File: src/rtl/sdcs_pkg.sv
package sdcs_pkg;

  localparam int CMD_IDX_W = 6;
  localparam int KIND_LSB  = 8;

  localparam logic [7:0] OFS_ARG     = 8'h00;
  localparam logic [7:0] OFS_CMD     = 8'h04;
  localparam logic [7:0] OFS_RESP    = 8'h08;
  localparam logic [7:0] OFS_STS     = 8'h0C;
  localparam logic [7:0] OFS_STS_EN  = 8'h10;
  localparam logic [7:0] OFS_SIG_EN  = 8'h14;
  localparam logic [7:0] OFS_STATE   = 8'h18;
  localparam logic [7:0] OFS_TMO     = 8'h1C;
  localparam logic [7:0] OFS_HOSTCTL = 8'h28;
  localparam logic [7:0] OFS_SWRST   = 8'h2C;

  // implemented status bits per half: done in the normal half,
  // timeout (bit 0) and index mismatch (bit 1) in the error half
  localparam logic [15:0] NORM_IMPL = 16'h0001;
  localparam logic [15:0] ERR_IMPL  = 16'h0003;

  typedef enum logic [1:0] {
    RSP_NONE       = 2'd0,
    RSP_SHORT      = 2'd1,
    RSP_SHORT_BUSY = 2'd2,
    RSP_LONG       = 2'd3
  } rsp_kind_e;

  function automatic logic rsp_wanted(input rsp_kind_e k);
    return k != RSP_NONE;
  endfunction

endpackage

File: src/rtl/sdcs_cmd_engine.sv
module sdcs_cmd_engine
  import sdcs_pkg::*;
#(
  parameter int IDX_W  = 6,
  parameter int DATA_W = 32,
  parameter int TMO_W  = 16
) (
  input  logic              clk,
  input  logic              rst_n,
  input  logic              soft_rst,
  input  logic              issue_wr,
  input  logic [IDX_W-1:0]  wr_idx,
  input  rsp_kind_e         wr_kind,
  input  logic [DATA_W-1:0] arg_in,
  input  logic [TMO_W-1:0]  tmo_limit,
  input  logic              rsp_valid,
  input  logic [IDX_W-1:0]  rsp_idx,
  output logic              busy,
  output logic              req_valid,
  output logic [IDX_W-1:0]  req_idx,
  output logic [DATA_W-1:0] req_arg,
  output rsp_kind_e         req_kind,
  output logic              ev_done,
  output logic              ev_timeout,
  output logic              ev_idx_err,
  output logic              ev_store
);

  function automatic logic index_bad(input logic want,
                                     input logic [IDX_W-1:0] issued,
                                     input logic [IDX_W-1:0] got);
    return want && (issued != got);
  endfunction

  logic              busy_q, req_q;
  logic [IDX_W-1:0]  idx_q;
  logic [DATA_W-1:0] arg_q;
  rsp_kind_e         kind_q;
  logic [TMO_W-1:0]  cnt_q;

  logic accept, rsp_hit, expired, want;

  assign want    = rsp_wanted(kind_q);
  assign accept  = issue_wr && !busy_q;
  assign rsp_hit = busy_q && rsp_valid;
  assign expired = busy_q && !rsp_valid && (cnt_q >= tmo_limit);

  assign ev_done    = rsp_hit || (expired && !want);
  assign ev_timeout = expired && want;
  assign ev_idx_err = rsp_hit && index_bad(want, idx_q, rsp_idx);
  assign ev_store   = rsp_hit && want;

  always_ff @(posedge clk or negedge rst_n) begin
    if (!rst_n) begin
      busy_q <= 1'b0;
      req_q  <= 1'b0;
      idx_q  <= '0;
      arg_q  <= '0;
      kind_q <= RSP_NONE;
      cnt_q  <= '0;
    end else if (soft_rst) begin
      busy_q <= 1'b0;
      req_q  <= 1'b0;
      cnt_q  <= '0;
    end else begin
      req_q <= accept;
      if (accept) begin
        busy_q <= 1'b1;
        idx_q  <= wr_idx;
        arg_q  <= arg_in;
        kind_q <= wr_kind;
        cnt_q  <= '0;
      end else if (busy_q) begin
        if (rsp_hit || expired) busy_q <= 1'b0;
        else                    cnt_q  <= cnt_q + 1'b1;
      end
    end
  end

  assign busy      = busy_q;
  assign req_valid = req_q;
  assign req_idx   = idx_q;
  assign req_arg   = arg_q;
  assign req_kind  = kind_q;

endmodule

File: src/rtl/sdcs_status_regs.sv
module sdcs_status_regs #(
  parameter int HALF_W = 16,
  parameter logic [HALF_W-1:0] NORM_MASK = '1,
  parameter logic [HALF_W-1:0] ERR_MASK  = '1
) (
  input  logic                clk,
  input  logic                rst_n,
  input  logic                soft_rst,
  input  logic [HALF_W-1:0]   norm_set,
  input  logic [HALF_W-1:0]   err_set,
  input  logic                sts_clr_wr,
  input  logic                en_wr,
  input  logic                sig_wr,
  input  logic [2*HALF_W-1:0] wdata,
  output logic [HALF_W-1:0]   norm_view,
  output logic [HALF_W-1:0]   err_sts,
  output logic [2*HALF_W-1:0] sts_en,
  output logic [2*HALF_W-1:0] sig_en,
  output logic                irq
);

  localparam logic [2*HALF_W-1:0] IMPL = {ERR_MASK, NORM_MASK};

  // set beats clear; unimplemented bits are held at zero by the mask
  function automatic logic [HALF_W-1:0] w1c_next(input logic [HALF_W-1:0] cur,
                                                 input logic [HALF_W-1:0] clr,
                                                 input logic [HALF_W-1:0] set,
                                                 input logic [HALF_W-1:0] en,
                                                 input logic [HALF_W-1:0] mask);
    return ((cur & ~clr) | (set & en)) & mask;
  endfunction

  logic [2*HALF_W-1:0] set_all, sts_all, en_q, sig_q;
  logic [HALF_W-1:0]   norm_sts;
  logic                err_sum;

  assign set_all = {err_set, norm_set};

  for (genvar h = 0; h < 2; h++) begin : g_half
    localparam logic [HALF_W-1:0] M = (h == 0) ? NORM_MASK : ERR_MASK;
    logic [HALF_W-1:0] q;
    logic [HALF_W-1:0] clr;
    assign clr = sts_clr_wr ? wdata[h*HALF_W +: HALF_W] : '0;
    always_ff @(posedge clk or negedge rst_n) begin
      if (!rst_n)        q <= '0;
      else if (soft_rst) q <= '0;
      else               q <= w1c_next(q, clr, set_all[h*HALF_W +: HALF_W],
                                       en_q[h*HALF_W +: HALF_W], M);
    end
    assign sts_all[h*HALF_W +: HALF_W] = q;
  end

  always_ff @(posedge clk or negedge rst_n) begin
    if (!rst_n) begin
      en_q  <= IMPL;
      sig_q <= '0;
    end else begin
      if (en_wr)  en_q  <= wdata & IMPL;
      if (sig_wr) sig_q <= wdata;
    end
  end

  assign norm_sts  = sts_all[HALF_W-1:0];
  assign err_sts   = sts_all[2*HALF_W-1:HALF_W];
  assign err_sum   = |err_sts;
  assign norm_view = {err_sum | norm_sts[HALF_W-1], norm_sts[HALF_W-2:0]};
  assign irq       = (|(norm_view & sig_q[HALF_W-1:0])) ||
                     (|(err_sts & sig_q[2*HALF_W-1:HALF_W]));
  assign sts_en    = en_q;
  assign sig_en    = sig_q;

endmodule

File: src/rtl/sdcs_card_flag.sv
module sdcs_card_flag (
  input  logic clk,
  input  logic rst_n,
  input  logic soft_rst,
  output logic present
);

  // set only by power-on reset; the first software reset drops it for good
  always_ff @(posedge clk or negedge rst_n) begin
    if (!rst_n)        present <= 1'b1;
    else if (soft_rst) present <= 1'b0;
  end

endmodule

File: src/rtl/sdcmd_status_unit.sv
module sdcmd_status_unit
  import sdcs_pkg::*;
#(
  parameter int IDX_W     = CMD_IDX_W,
  parameter int DATA_W    = 32,
  parameter int TMO_W     = 16,
  parameter int TMO_RESET = 64,
  parameter int HOST_W    = 8
) (
  input  logic              clk,
  input  logic              rst_n,
  input  logic              reg_wr_en,
  input  logic [7:0]        reg_addr,
  input  logic [DATA_W-1:0] reg_wdata,
  output logic [DATA_W-1:0] reg_rdata,
  output logic              cmd_req_valid,
  output logic [IDX_W-1:0]  cmd_req_index,
  output logic [DATA_W-1:0] cmd_req_arg,
  output logic [1:0]        cmd_req_kind,
  input  logic              card_rsp_valid,
  input  logic [IDX_W-1:0]  card_rsp_index,
  input  logic [DATA_W-1:0] card_rsp_payload,
  output logic              irq
);

  localparam int HALF_W = DATA_W / 2;
  localparam int GAP_W  = KIND_LSB - IDX_W;

  logic [DATA_W-1:0] arg_q, resp_q;
  logic [TMO_W-1:0]  tmo_q;
  logic [HOST_W-1:0] hostctl_q;

  logic wr_cmd, wr_sts, wr_en_reg, wr_sig, soft_rst;
  logic busy, ev_done, ev_timeout, ev_idx_err, ev_store, card_ins, rsp_wanted_w;
  rsp_kind_e req_kind, wr_kind;
  logic [HALF_W-1:0]   norm_set, err_set, norm_view, err_sts;
  logic [2*HALF_W-1:0] sts_en, sig_en;

  assign wr_cmd    = reg_wr_en && (reg_addr == OFS_CMD);
  assign wr_sts    = reg_wr_en && (reg_addr == OFS_STS);
  assign wr_en_reg = reg_wr_en && (reg_addr == OFS_STS_EN);
  assign wr_sig    = reg_wr_en && (reg_addr == OFS_SIG_EN);
  assign soft_rst  = reg_wr_en && (reg_addr == OFS_SWRST) && reg_wdata[0];
  assign wr_kind   = rsp_kind_e'(reg_wdata[KIND_LSB +: 2]);

  sdcs_cmd_engine #(.IDX_W(IDX_W), .DATA_W(DATA_W), .TMO_W(TMO_W)) u_engine (
    .clk       (clk),
    .rst_n     (rst_n),
    .soft_rst  (soft_rst),
    .issue_wr  (wr_cmd),
    .wr_idx    (reg_wdata[IDX_W-1:0]),
    .wr_kind   (wr_kind),
    .arg_in    (arg_q),
    .tmo_limit (tmo_q),
    .rsp_valid (card_rsp_valid),
    .rsp_idx   (card_rsp_index),
    .busy      (busy),
    .req_valid (cmd_req_valid),
    .req_idx   (cmd_req_index),
    .req_arg   (cmd_req_arg),
    .req_kind  (req_kind),
    .ev_done   (ev_done),
    .ev_timeout(ev_timeout),
    .ev_idx_err(ev_idx_err),
    .ev_store  (ev_store)
  );

  assign cmd_req_kind = req_kind;
  assign rsp_wanted_w = rsp_wanted(req_kind);
  assign norm_set     = HALF_W'(ev_done);
  assign err_set      = {{(HALF_W-2){1'b0}}, ev_idx_err, ev_timeout};

  sdcs_status_regs #(.HALF_W(HALF_W), .NORM_MASK(NORM_IMPL), .ERR_MASK(ERR_IMPL)) u_status (
    .clk       (clk),
    .rst_n     (rst_n),
    .soft_rst  (soft_rst),
    .norm_set  (norm_set),
    .err_set   (err_set),
    .sts_clr_wr(wr_sts),
    .en_wr     (wr_en_reg),
    .sig_wr    (wr_sig),
    .wdata     (reg_wdata),
    .norm_view (norm_view),
    .err_sts   (err_sts),
    .sts_en    (sts_en),
    .sig_en    (sig_en),
    .irq       (irq)
  );

  sdcs_card_flag u_card (
    .clk     (clk),
    .rst_n   (rst_n),
    .soft_rst(soft_rst),
    .present (card_ins)
  );

  always_ff @(posedge clk or negedge rst_n) begin
    if (!rst_n) begin
      arg_q     <= '0;
      resp_q    <= '0;
      tmo_q     <= TMO_W'(TMO_RESET);
      hostctl_q <= '0;
    end else if (soft_rst) begin
      resp_q    <= '0;
      hostctl_q <= '0;
    end else begin
      if (reg_wr_en && reg_addr == OFS_ARG)     arg_q     <= reg_wdata;
      if (reg_wr_en && reg_addr == OFS_TMO)     tmo_q     <= reg_wdata[TMO_W-1:0];
      if (reg_wr_en && reg_addr == OFS_HOSTCTL) hostctl_q <= reg_wdata[HOST_W-1:0];
      if (ev_store)                             resp_q    <= card_rsp_payload;
    end
  end

  always_comb begin
    case (reg_addr)
      OFS_ARG:     reg_rdata = arg_q;
      OFS_CMD:     reg_rdata = DATA_W'({req_kind, {GAP_W{1'b0}}, cmd_req_index});
      OFS_RESP:    reg_rdata = resp_q;
      OFS_STS:     reg_rdata = {err_sts, norm_view};
      OFS_STS_EN:  reg_rdata = sts_en;
      OFS_SIG_EN:  reg_rdata = sig_en;
      OFS_STATE:   reg_rdata = DATA_W'({card_ins, busy});
      OFS_TMO:     reg_rdata = DATA_W'(tmo_q);
      OFS_HOSTCTL: reg_rdata = DATA_W'(hostctl_q);
      default:     reg_rdata = '0;
    endcase
  end

endmodule

File: config.mk
export PLATFORM = sky130hd
export DESIGN_NAME = sdcmd_status_unit
export DESIGN_NICKNAME = d
export VERILOG_FILES = /design/src/rtl/sdcs_pkg.sv /design/src/rtl/sdcs_cmd_engine.sv /design/src/rtl/sdcs_status_regs.sv /design/src/rtl/sdcs_card_flag.sv /design/src/rtl/sdcmd_status_unit.sv
export SDC_FILE = /design/constraint.sdc
export NUM_CORES = 1
export LEC_CHECK = 0
export ABC_AREA = 1
export BUFFER_PORTS_ARGS = -buffer_cell sky130_fd_sc_hd__buf_2
export CAP_MARGIN = 15
export CORE_MARGIN = 10
export CORE_UTILIZATION = 56
export CTS_CLUSTER_SIZE = 10
export DETAILED_ROUTE_END_ITERATION = 7
export PLACE_DENSITY = 0.8
export RECOVER_POWER = 50
export SLEW_MARGIN = 25
export SYNTH_ARGS = -nofsm -noshare
export SYNTH_HDL_FRONTEND = slang
export SYNTH_SLANG_ARGS = --single-unit
export TNS_END_PERCENT = 1
File: constraint.sdc
create_clock -name clk -period 2.1 [get_ports clk]
set_input_delay 0.21 -clock clk [delete_from_list [all_inputs] [get_ports clk]]
set_output_delay 0.21 -clock clk [all_outputs]
set_load 0.05 [all_outputs]
==> impl_metrics.env, run 1 <==
export IMPL_run_status="finished, violations left"
export IMPL_failed_checks="capacitance limit, slew limit, setup timing"
export IMPL_layout_worst_path_cycle_share_pct=101
export IMPL_r2r_worst_path_cells=10
export IMPL_pin_count=156
export IMPL_drt_wirelength_per_cell_um=19.3
export IMPL_timing_worst_slew_pin_value_ns=1.56
export IMPL_critical_path_cell_chain="buf_2, inv_1, nand2_1, nor3_1, buf_4, nand2_1, inv_1, buf_6, nand2_1, o2111ai_1, buf_2"
export IMPL_drc_markers=0
export IMPL_gate_count_post_synth=1050
export IMPL_synth_lib_cells_used_distinct=35
export IMPL_worst_endpoint_required_ns=1.89
export IMPL_unrepaired_setup_endpoints_after_global_routing="true"
export IMPL_power_ir_vdd_worst_v=0.000623
export IMPL_final_area_sq_um=10700
export IMPL_initial_utilization_pct=57.4
export IMPL_timing_max_slew_rel_slack_pct=-3.81
export IMPL_routed_via_density=5.74
export IMPL_die_area_sq_um=21000
export IMPL_gp_routability_congestion=1.02
export IMPL_clock_tree_htree_level_count=4
export IMPL_drt_antenna_violating_nets=0
export IMPL_root_buffer="sky130_fd_sc_hd__clkbuf_16"
export IMPL_hold_depth=3
export IMPL_grt_total_usage_pct=25.7
export IMPL_finClkSkew_ns=0.00849
export IMPL_drv_slew=67
export IMPL_dpl_hpwl_um=20000
export IMPL_setup_slack_ns=-0.0205
export IMPL_crit_path_start="reg_addr[0]"
export IMPL_largest_net_degree_at_the_start_of_global_routing=67
export IMPL_design_final_nets=1316
export IMPL_critical_path_slowest_cell="sky130_fd_sc_hd__buf_2"
export IMPL_port_buffers=155
export IMPL_power_density_nw_per_um2=710
export IMPL_post_route_hold_slack_ns=0.0200
export IMPL_clock_tree_from_tritoncts="done"
export IMPL_pre_cts_slack_ns=0.0762
export IMPL_post_layout_power_mw=7.57
export IMPL_cts_num_sinks=185
export IMPL_grt_pass1_vias=8134
export IMPL_maxClockFrequency_ghz=0.472
export IMPL_drv_max_cap_violation_count=1
export IMPL_drt_iter0_markers=864
export IMPL_synth_yosys_warnings=0
export IMPL_timing_reg2reg_setup_slack_ns=-0.01
export IMPL_worstSetupEndpointType="primary output"
export IMPL_rr_endpoint="u_engine.cnt_q[14]"
export IMPL_postRouteWirelength_um=27800
export IMPL_worst_skew_pair_late_latency_ns=0.44
export IMPL_die_height_um=145
export IMPL_crit_fanout=16
export IMPL_timing_rr_start="tmo_q[9]"
export IMPL_layout_area_overhead_vs_synth_pct=21.7
export IMPL_core_area_sq_um=15300
export IMPL_ys_ff_latch=185
export IMPL_largest_delay_contributor_family_on_the_critical_path="buffers and inverters"
export IMPL_grt_residual_overflow=0
export IMPL_crit_path_frequent_cell="sky130_fd_sc_hd__nand2_1"
export IMPL_placementRows=45
export IMPL_crit_path_start_kind="primary input"
export IMPL_buf_inv_stages_crit_path=6
export IMPL_vias=8285
export IMPL_grt_antenna_before_repair=1
export IMPL_max_stage_delay_ns=0.31
export IMPL_tritoncts_buffer_count=17
export IMPL_worst_endpoint_arrival_ns=1.91
export IMPL_drt_first_pass_iters=6
export IMPL_global_route_wire_length_before_repair_um=43700
export IMPL_fin_crit_ns=2.12
export IMPL_min_to="u_engine.req_idx[5]"
export IMPL_setup_viol=2
export IMPL_post_place_instance_area_sq_um=10000
export IMPL_syn_num_nets=1149
export IMPL_syn_area_per_cell_sq_um=8.34
export IMPL_worst_setup_hold_path_clk_slew_ns=0.07
export IMPL_final_hold_viol_count=0
export IMPL_netlist_area_sq_um=8760
export IMPL_floorplan_die_width_um=145
export IMPL_type_of_the_tightest_min_delay_check="primary input to register"
export IMPL_synth_yosys_seq_area_share_pct=52.9
export IMPL_hold_path_startpoint="reg_wdata[5]"
export IMPL_proportion_of_layout_cells_with_a_drive_suffix_above_1_pct=21.1
export IMPL_critical_path_class="primary input to primary output"
export IMPL_power_leakage_nw=5.18
export IMPL_number_of_buffers_on_the_longest_clock_path=2
[where the power goes]
| group | internal (mW) | switching [mW] | total, mW |
|---|---|---|---|
| Combinational | 0.195 | 0.396 | 0.592 |
| Sequential | 3.68 | 0.0931 | 3.77 |
| Clock | 1.61 | 1.60 | 3.21 |
| Total | 5.48 | 2.09 | 7.57 |
[worst reg2reg max path, stage by stage (launching register included)]
cell	delay, ns
sky130_fd_sc_hd__dfrtp_1	0.38
sky130_fd_sc_hd__inv_1	0.08
sky130_fd_sc_hd__ha_1	0.31
sky130_fd_sc_hd__a21oi_1	0.15
sky130_fd_sc_hd__o21ai_0	0.11
sky130_fd_sc_hd__a21oi_1	0.28
sky130_fd_sc_hd__nand3_2	0.18
sky130_fd_sc_hd__nand2_4	0.15
sky130_fd_sc_hd__clkinvlp_4	0.15
sky130_fd_sc_hd__nor2_1	0.15
sky130_fd_sc_hd__nor2_1	0.05
[flip-flops by register name (all words and copies together), names as in the netlist]
name / count
u_engine.req_idx: 6
u_engine.req_valid: 1
u_status.err_sts: 2
u_engine.cnt_q: 16
resp_q: 32
u_status.sts_en: 3
u_engine.req_arg: 32
u_status.sig_en: 32
u_status.g_half.q: 1
arg_q: 32
u_card.present: 1
u_engine.busy: 1
hostctl_q: 8
u_engine.req_kind: 2
tmo_q: 16
[what timing repair did]
item                       4_1_cts  5_1_grt
setup buffers                    0        1
hold buffers                     2        0
setup endpoints to repair        0       35
hold endpoints to repair        59        0
gates resized for setup          0       27
[cells in the mapped netlist]
| cell type | n | share of area, % |
|---|---|---|
| sky130_fd_sc_hd__dfstp_2 | 5 | 1.5 |
| sky130_fd_sc_hd__nor2_4 | 2 | 0.26 |
| sky130_fd_sc_hd__xnor2_1 | 2 | 0.20 |
| sky130_fd_sc_hd__nand2_2 | 3 | 0.21 |
| sky130_fd_sc_hd__o21ai_1 | 34 | 1.9 |
| sky130_fd_sc_hd__o211ai_1 | 16 | 1.4 |
| sky130_fd_sc_hd__inv_1 | 109 | 4.7 |
| sky130_fd_sc_hd__a31oi_1 | 1 | 0.071 |
| sky130_fd_sc_hd__o31ai_1 | 1 | 0.086 |
| sky130_fd_sc_hd__nand2_1 | 293 | 13 |
| sky130_fd_sc_hd__buf_2 | 12 | 0.69 |
| sky130_fd_sc_hd__o2111ai_1 | 8 | 0.80 |
| sky130_fd_sc_hd__a21oi_1 | 66 | 3.8 |
| sky130_fd_sc_hd__nor3_2 | 3 | 0.34 |
| sky130_fd_sc_hd__a221oi_1 | 11 | 1.1 |
| sky130_fd_sc_hd__a211oi_1 | 2 | 0.17 |
| sky130_fd_sc_hd__buf_6 | 2 | 0.26 |
| sky130_fd_sc_hd__nor3_1 | 9 | 0.51 |
| sky130_fd_sc_hd__nand3_1 | 24 | 1.4 |
| sky130_fd_sc_hd__clkbuf_1 | 39 | 1.7 |
| sky130_fd_sc_hd__xor2_1 | 4 | 0.40 |
| sky130_fd_sc_hd__inv_2 | 2 | 0.086 |
| sky130_fd_sc_hd__ha_1 | 17 | 2.4 |
| sky130_fd_sc_hd__nand4_1 | 38 | 2.7 |
| sky130_fd_sc_hd__nor2_2 | 1 | 0.071 |
| sky130_fd_sc_hd__a31o_2 | 1 | 0.10 |
| sky130_fd_sc_hd__clkinv_1 | 3 | 0.13 |
| sky130_fd_sc_hd__clkbuf_2 | 1 | 0.057 |
| sky130_fd_sc_hd__o221a_2 | 1 | 0.13 |
| sky130_fd_sc_hd__nor3_4 | 2 | 0.37 |
| sky130_fd_sc_hd__o21a_1 | 1 | 0.086 |
| sky130_fd_sc_hd__o22ai_1 | 2 | 0.14 |
| sky130_fd_sc_hd__o21ai_0 | 118 | 6.7 |
| sky130_fd_sc_hd__dfrtp_1 | 180 | 51 |
| sky130_fd_sc_hd__nor2_1 | 37 | 1.6 |
[cell usage in the layout, fill, tap and decap left out, types with 5 or more instances in the layout]
master	Yosys	routed
sky130_fd_sc_hd__inv_6	0	6
sky130_fd_sc_hd__inv_1	109	107
sky130_fd_sc_hd__o21ai_1	34	36
sky130_fd_sc_hd__o211ai_1	16	16
sky130_fd_sc_hd__buf_4	0	27
sky130_fd_sc_hd__nand4_1	38	38
sky130_fd_sc_hd__nand3_1	24	23
sky130_fd_sc_hd__a21oi_1	66	65
sky130_fd_sc_hd__clkbuf_4	0	9
sky130_fd_sc_hd__clkbuf_16	0	17
sky130_fd_sc_hd__clkbuf_1	39	5
sky130_fd_sc_hd__nor3_1	9	8
sky130_fd_sc_hd__nand2_1	293	291
sky130_fd_sc_hd__buf_2	12	147
sky130_fd_sc_hd__dfstp_2	5	5
sky130_fd_sc_hd__o2111ai_1	8	8
sky130_fd_sc_hd__o21ai_0	118	116
sky130_fd_sc_hd__ha_1	17	16
sky130_fd_sc_hd__a221oi_1	11	11
sky130_fd_sc_hd__nor2_1	37	34
sky130_fd_sc_hd__dfrtp_1	180	179
sky130_fd_sc_hd__buf_12	0	6
[through the flow]
step                      setup TNS [ns]  utilization, %  instances
after floorplan                        0               -       1050
after global placement                 0            65.5       1405
after detailed placement               0            65.5       1405
after CTS                              0            69.6       1439
after global routing               -1.25            69.8       1441
final                            -0.0272            69.9       1443
[cell families after synthesis]
family / Yosys count / synth area share (%)
and+or+nand+nor: 412 / 20.0
AOI/OAI and AO/OA: 262 / 16.5
DFF: 185 / 52.9
buffers and inverters: 168 / 7.55
adders and majority gates: 17 / 2.43
xor gates and xnor gates: 6 / 0.600
[how the worst max path moves through the flow]
stage,slack [ns],to,depth (start not counted)
after global placement,0.09,reg_rdata[30],11
after global routing,-0.11,u_engine.cnt_q[14],10
after CTS,0.004,reg_rdata[12],11
final,-0.02,reg_rdata[2],11
after floorplan,0.12,reg_rdata[10],6
after detailed placement,0.08,reg_rdata[23],11
[area by class of cell]
type,count,area (sq um)
well taps,211,264
repair buffers,201,1210
repair inverters,1,7.51
diodes,2,5.00
flip-flops and latches,185,4640
clock inverters,15,166
clock buffers,17,425
multi-input cells,697,3510
inverters,114,435
fillers,1259,4600
[layer usage]
layer	GRT usage [%]	up-vias	wire length [um]	part of all wire, %
li1	-	3827	-	-
met1	33.7	3924	11400	41
met2	39.2	469	12700	46
met3	8.32	63	2950	11
met4	8.75	2	743	2.7
met5	0	-	13	0.047
(Power assumes the default switching activity.)
==> inputs of run 2 (changes only) <==
--- a/config.mk
+++ b/config.mk
@@ -6,14 +6,14 @@
 export NUM_CORES = 1
 export LEC_CHECK = 0
 export ABC_AREA = 1
-export BUFFER_PORTS_ARGS = -buffer_cell sky130_fd_sc_hd__buf_2
+export BUFFER_PORTS_ARGS = -buffer_cell sky130_fd_sc_hd__clkbuf_2
 export CAP_MARGIN = 15
 export CORE_MARGIN = 10
 export CORE_UTILIZATION = 56
 export CTS_CLUSTER_SIZE = 10
 export DETAILED_ROUTE_END_ITERATION = 7
 export PLACE_DENSITY = 0.8
-export RECOVER_POWER = 50
+export RECOVER_POWER = 100
 export SLEW_MARGIN = 25
 export SYNTH_ARGS = -nofsm -noshare
 export SYNTH_HDL_FRONTEND = slang
==> run 2 against run 1 <==
  * The flow now finishes without violations
  * Power fell by 0.77%
  * First-iteration DRC count fell by 25%
  * Register-to-register slack improved by 0.16 ns
  * Flip-flop and latch count did not move
  * Cell area rose by 0.83%
  * Global-route usage barely moved
  * Sequential power barely moved
  * Critical path depth rose by 1
  * Highest routed layer is now met4
==> impl_metrics.env, run 2 (synthesis gave the netlist of run 1 again) <==
export IMPL_run_status="completed"
export IMPL_fin_crit_ns=2.06
export IMPL_crit_fanout=13
export IMPL_critical_path_class="primary input to primary output"
export IMPL_cts_num_sinks=185
export IMPL_post_place_instance_area_sq_um=10300
export IMPL_dpl_hpwl_um=20100
export IMPL_grt_pass1_vias=8010
export IMPL_root_buffer="sky130_fd_sc_hd__clkbuf_16"
export IMPL_grt_total_usage_pct=25.7
export IMPL_drv_max_cap_violation_count=0
export IMPL_pre_cts_slack_ns=0.121
export IMPL_initial_utilization_pct=57.4
export IMPL_worstSetupEndpointType="primary output"
export IMPL_gp_routability_congestion=0.971
export IMPL_port_buffers=155
export IMPL_internal_power_mw=5.57
export IMPL_max_stage_delay_ns=0.25
export IMPL_critical_path_cell_chain="clkbuf_2, inv_1, nand2_2, nor3_1, buf_4, nand2_1, inv_1, buf_12, clkbuf_2, nand2_1, o211ai_1, buf_12"
export IMPL_drt_antenna_violating_nets=0
export IMPL_timing_worst_slew_pin_value_ns=1.38
export IMPL_p_sw_share_pct=25.9
export IMPL_layout_worst_path_cycle_share_pct=98.0
export IMPL_proportion_of_layout_cells_with_a_drive_suffix_above_1_pct=16.6
export IMPL_critical_path_slowest_cell="sky130_fd_sc_hd__clkbuf_2"
export IMPL_number_of_buffers_on_the_longest_clock_path=2
export IMPL_final_hold_viol_count=0
export IMPL_drv_slew=0
export IMPL_nFillCells=1237
export IMPL_grt_residual_overflow=0
export IMPL_setup_slack_ns=0.0420
export IMPL_setup_viol=0
export IMPL_final_area_sq_um=10800
export IMPL_mostFrequentLayoutCells="291 x sky130_fd_sc_hd__nand2_1, 180 x sky130_fd_sc_hd__dfrtp_1, 139 x sky130_fd_sc_hd__o21ai_0"
export IMPL_drt_first_pass_iters=5
export IMPL_pin_count=156
export IMPL_core_area_sq_um=15300
export IMPL_timing_max_slew_rel_slack_pct=8.09
export IMPL_grt_antenna_before_repair=0
export IMPL_routed_via_density=5.66
export IMPL_drc_markers=0
export IMPL_die_area_sq_um=21000
export IMPL_floorplan_die_width_um=145
export IMPL_power_leakage_nw=5.02
export IMPL_tritoncts_buffer_count=17
export IMPL_power_share_clock_pct=42.2
export IMPL_post_route_hold_slack_ns=0.0131
export IMPL_global_route_wire_length_before_repair_um=43800
export IMPL_worst_endpoint_required_ns=1.89
export IMPL_power_density_nw_per_um2=699
export IMPL_timing_reg2reg_setup_slack_ns=0.15
export IMPL_drt_wirelength_per_cell_um=19.1
export IMPL_layout_area_overhead_vs_synth_pct=22.7
export IMPL_layout_commonest_cell="sky130_fd_sc_hd__nand2_1"
export IMPL_placementRows=45
export IMPL_vias=8139
export IMPL_clock_tree_from_tritoncts="done"
export IMPL_postRouteWirelength_um=27400
export IMPL_finClkSkew_ns=0.0100
export IMPL_clock_tree_htree_level_count=4
export IMPL_worst_skew_pair_late_latency_ns=0.44
export IMPL_worst_setup_hold_path_clk_slew_ns=0.07
export IMPL_drt_iter0_markers=647
export IMPL_die_height_um=145
export IMPL_design_final_nets=1312
export IMPL_seqPwrFrac_pct=50.2
export IMPL_total_switching_power_mw=1.95
export IMPL_largest_net_degree_at_the_start_of_global_routing=67
export IMPL_type_of_the_tightest_min_delay_check="primary input to register"
export IMPL_maxClockFrequency_ghz=0.486
export IMPL_crit_path_start_kind="primary input"
export IMPL_combinationalPowerShare_pct=7.6
export IMPL_insertedDiodeCount=0
export IMPL_power_ir_vdd_worst_v=0.000639
export IMPL_worst_endpoint_arrival_ns=1.85
export IMPL_post_layout_power_mw=7.51
## run 2: power by group through the flow
stage | clock network [mW] | registers, mW | logic [mW]
6_report | 3.17 | 3.77 | 0.572
3_3_place_gp | 0 | 3.83 | 0.559
5_1_grt | 3.34 | 3.78 | 0.649
4_1_cts | 3.19 | 3.77 | 0.583
3_5_place_dp | 0 | 3.83 | 0.574
2_1_floorplan | 0 | 3.84 | 0.259
## run 2: timing repair
action,in CTS,in global routing
resized for setup,0,17
setup buffers,0,0
endpoints found under the setup margin,0,18
endpoints found under the hold margin,54,0
hold buffers,3,0
## run 2: per-layer routing
layer / GRT usage [%] / part of all wire [%] / up-vias
met5: 0 / 0 / -
met3: 7.17 / 9.2 / 56
met1: 34.3 / 42 / 3869
li1: - / - / 3809
met4: 7.94 / 2.6 / 0
met2: 39.8 / 46 / 405
## run 2: cell type report
cell class                 instances  area, sq um  area share (%)
tap                              211          264            2.46
timing repair buffer             197         1350            12.5
timing repair inverter             1         7.51          0.0698
multi-input combinational        697         3490            32.4
clock buffer                      19          443            4.12
sequential                       185         4640            43.1
clock inverter                    13          134            1.25
inverter                         114          432            4.01
## run 2: critical path: cells and delay by family
kind,cells,cell delay (ns)
buffers and inverters,7,1.05
AND/OR/NAND/NOR,4,0.42
AO/OA/AOI/OAI,1,0.17
## run 2: worst paths after layout
check | to | startpoint | cells past startpoint
worst min register to register | u_card.present | u_card.present | 2
min in group asynchronous | u_engine.req_arg[3] | rst_n | 2
worst max-delay path | reg_rdata[24] | reg_addr[0] | 12
worst min-delay path | u_engine.req_idx[1] | reg_wdata[1] | 3
worst max register to register | u_engine.cnt_q[9] | tmo_q[6] | 11
max in group asynchronous | u_card.present | rst_n | 3
## run 2: through the flow
stage               util, %  cells  TNS (ns)
global route           70.5   1437    -0.168
floorplan                 -   1050         0
finish                 70.5   1437         0
global placement       67.5   1401         0
detailed placement     67.5   1401         0
CTS                    71.5   1436         0
==> inputs of run 3 (changes only) <==
--- a/config.mk
+++ b/config.mk
@@ -13,7 +13,7 @@
 export CTS_CLUSTER_SIZE = 10
 export DETAILED_ROUTE_END_ITERATION = 7
 export PLACE_DENSITY = 0.8
-export RECOVER_POWER = 100
+export RECOVER_POWER = 25
 export SLEW_MARGIN = 25
 export SYNTH_ARGS = -nofsm -noshare
 export SYNTH_HDL_FRONTEND = slang
==> run 3 against run 2 <==
  * Maximum frequency increased by 4.3%
  * Via count decreased by 0.49%
  * Worst hold slack improved by 0.0024 ns
  * Cell count unchanged
  * Largest power group unchanged
  * Critical endpoint is now reg_rdata[17]
  * Power increased by 0.14%
  * Utilization increased by 1.2 points
  * Global-route usage unchanged
  * Non-clock buffer count unchanged
  * Register-to-register slack about the same
  * Wire length decreased by 0.78%
  * Combinational power increased by 1%
  * First-iteration DRC count increased by 2.0%
==> impl_metrics.env, run 3 (synthesis gave the netlist of run 1 again) <==
export IMPL_run_status="completed"
export IMPL_grt_pass1_vias=8010
export IMPL_global_route_wire_length_before_repair_um=43800
export IMPL_combinationalPowerShare_pct=7.7
export IMPL_unrepaired_setup_endpoints_after_global_routing="false"
export IMPL_drt_antenna_violating_nets=0
export IMPL_final_hold_viol_count=0
export IMPL_mostFrequentLayoutCells="289 x sky130_fd_sc_hd__nand2_1, 180 x sky130_fd_sc_hd__dfrtp_1, 133 x sky130_fd_sc_hd__clkbuf_2"
export IMPL_grt_residual_overflow=0
export IMPL_pin_count=156
export IMPL_post_place_instance_area_sq_um=10300
export IMPL_port_buffers=155
export IMPL_layout_worst_path_cycle_share_pct=94.0
export IMPL_worst_setup_hold_path_clk_slew_ns=0.07
export IMPL_final_area_sq_um=10900
export IMPL_r2r_worst_path_cells=11
export IMPL_crit_fanout=20
export IMPL_root_buffer="sky130_fd_sc_hd__clkbuf_16"
export IMPL_initial_utilization_pct=57.4
export IMPL_critical_path_class="primary input to primary output"
export IMPL_type_of_the_tightest_min_delay_check="primary input to register"
export IMPL_drt_iter0_markers=660
export IMPL_p_sw_share_pct=25.9
export IMPL_number_of_buffers_on_the_longest_clock_path=2
export IMPL_timing_reg2reg_setup_slack_ns=0.16
export IMPL_rr_endpoint="u_engine.cnt_q[9]"
export IMPL_power_leakage_nw=5.21
export IMPL_core_area_sq_um=15300
export IMPL_postCtsSetupBuffers=0
export IMPL_gp_routability_congestion=0.971
export IMPL_design_final_nets=1312
export IMPL_timing_max_slew_rel_slack_pct=7.97
export IMPL_hold_path_startpoint="reg_wdata[22]"
export IMPL_drc_markers=0
export IMPL_floorplan_die_width_um=145
export IMPL_internal_power_mw=5.57
export IMPL_placementRows=45
export IMPL_insertedDiodeCount=0
export IMPL_proportion_of_layout_cells_with_a_drive_suffix_above_1_pct=20.9
export IMPL_post_route_hold_slack_ns=0.0155
export IMPL_worst_endpoint_required_ns=1.89
export IMPL_endpoint="reg_rdata[17]"
export IMPL_cts_num_sinks=185
export IMPL_drt_wirelength_per_cell_um=19.0
export IMPL_clock_tree_from_tritoncts="done"
export IMPL_power_ir_vdd_worst_v=0.000636
export IMPL_seqPwrFrac_pct=50.1
export IMPL_grt_antenna_before_repair=0
export IMPL_vias=8099
export IMPL_crit_path_start="reg_addr[6]"
export IMPL_fin_crit_ns=1.97
export IMPL_setup_total_negative_slack_ns=0
export IMPL_worst_endpoint_arrival_ns=1.76
export IMPL_max_stage_delay_ns=0.30
export IMPL_layout_area_overhead_vs_synth_pct=24.8
export IMPL_dpl_hpwl_um=20100
export IMPL_worst_skew_pair_late_latency_ns=0.44
export IMPL_power_share_clock_pct=42.2
export IMPL_crit_path_start_kind="primary input"
export IMPL_routed_via_density=5.64
export IMPL_drt_first_pass_iters=5
export IMPL_tritoncts_buffer_count=17
export IMPL_drv_max_cap_violation_count=0
export IMPL_layout_commonest_cell="sky130_fd_sc_hd__nand2_1"
export IMPL_maxClockFrequency_ghz=0.507
export IMPL_clock_tree_htree_level_count=4
export IMPL_worstSetupEndpointType="primary output"
export IMPL_postRouteWirelength_um=27200
export IMPL_grt_total_usage_pct=25.7
export IMPL_finClkSkew_ns=0.00981
export IMPL_power_density_nw_per_um2=688
export IMPL_setup_viol=0
export IMPL_critical_path_cell_chain="clkbuf_2, inv_1, nand2_1, nor2_1, nand2_1, clkinv_1, buf_12, a221oi_1, nand3_1, clkbuf_2"
export IMPL_largest_net_degree_at_the_start_of_global_routing=67
export IMPL_die_height_um=145
export IMPL_timing_rr_start="tmo_q[6]"
export IMPL_critical_path_slowest_cell="sky130_fd_sc_hd__a221oi_1"
export IMPL_die_area_sq_um=21000
export IMPL_drv_slew=0
export IMPL_total_switching_power_mw=1.95
export IMPL_timing_worst_slew_pin_value_ns=1.38
[run 3: changes by cell type in the layout (fill, tap and decap cells not counted), moves of 6 or more]
| cell | previous run | this run |
|---|---|---|
| sky130_fd_sc_hd__o21ai_1 | 13 | 36 |
| sky130_fd_sc_hd__buf_4 | 16 | 26 |
| sky130_fd_sc_hd__buf_12 | 23 | 29 |
| sky130_fd_sc_hd__o21ai_0 | 139 | 116 |
| sky130_fd_sc_hd__clkbuf_2 | 98 | 133 |
| sky130_fd_sc_hd__clkbuf_1 | 50 | 1 |
[run 3: worst min-delay path by stage]
stage	end	depth (start not counted)
after CTS	u_engine.req_idx[1]	3
after global placement	u_engine.req_arg[31]	1
after global routing	resp_q[2]	3
after floorplan	arg_q[0]	0
final	u_status.sig_en[22]	3
after detailed placement	u_engine.req_arg[3]	1
[run 3: critical path, delay by kind of cell]
family,cells,cell delay [ns]
buffers and inverters,5,0.74
AND/OR/NAND/NOR,4,0.50
AO/OA/AOI/OAI,1,0.30
[run 3: power groups by stage]
stage	Sequential [mW]	Combinational (mW)	Clock (mW)
finish	3.77	0.579	3.17
global route	3.78	0.657	3.34
CTS	3.77	0.583	3.19
detailed placement	3.83	0.574	0
global placement	3.83	0.559	0
floorplan	3.84	0.259	0
[run 3: cell type report]
class,instances,area (sq um)
repair inverters,1,7.51
fillers,1193,4320
repair buffers,197,1520
clock inverters,13,134
flip-flops and latches,185,4640
multi-input cells,697,3500
well taps,211,264
clock buffers,19,443
inverters,114,432
[run 3: layer usage]
metal,up-vias,track usage [%],part of all wire [%],wire length (um)
met4,0,7.94,2.4,646
met5,-,0,0,0
li1,3816,-,-,-
met2,379,39.8,46,12600
met1,3852,34.3,43,11600
met3,52,7.17,8.7,2370
[run 3: repair_timing]
item,CTS,global route
gates resized for setup,0,17
endpoints found under the hold margin,54,0
endpoints found under the setup margin,0,18
hold buffers,3,0
[run 3: metrics by stage]
stage	worst slack [ns]	power, mW	util, %	instances
3_3_place_gp	0.145	4.39	67.5	1401
5_1_grt	0.00791	7.78	71.7	1437
3_5_place_dp	0.121	4.41	67.5	1401
2_1_floorplan	0.119	4.10	-	1050
4_1_cts	0.117	7.53	71.5	1436
6_report	0.127	7.52	71.7	1437
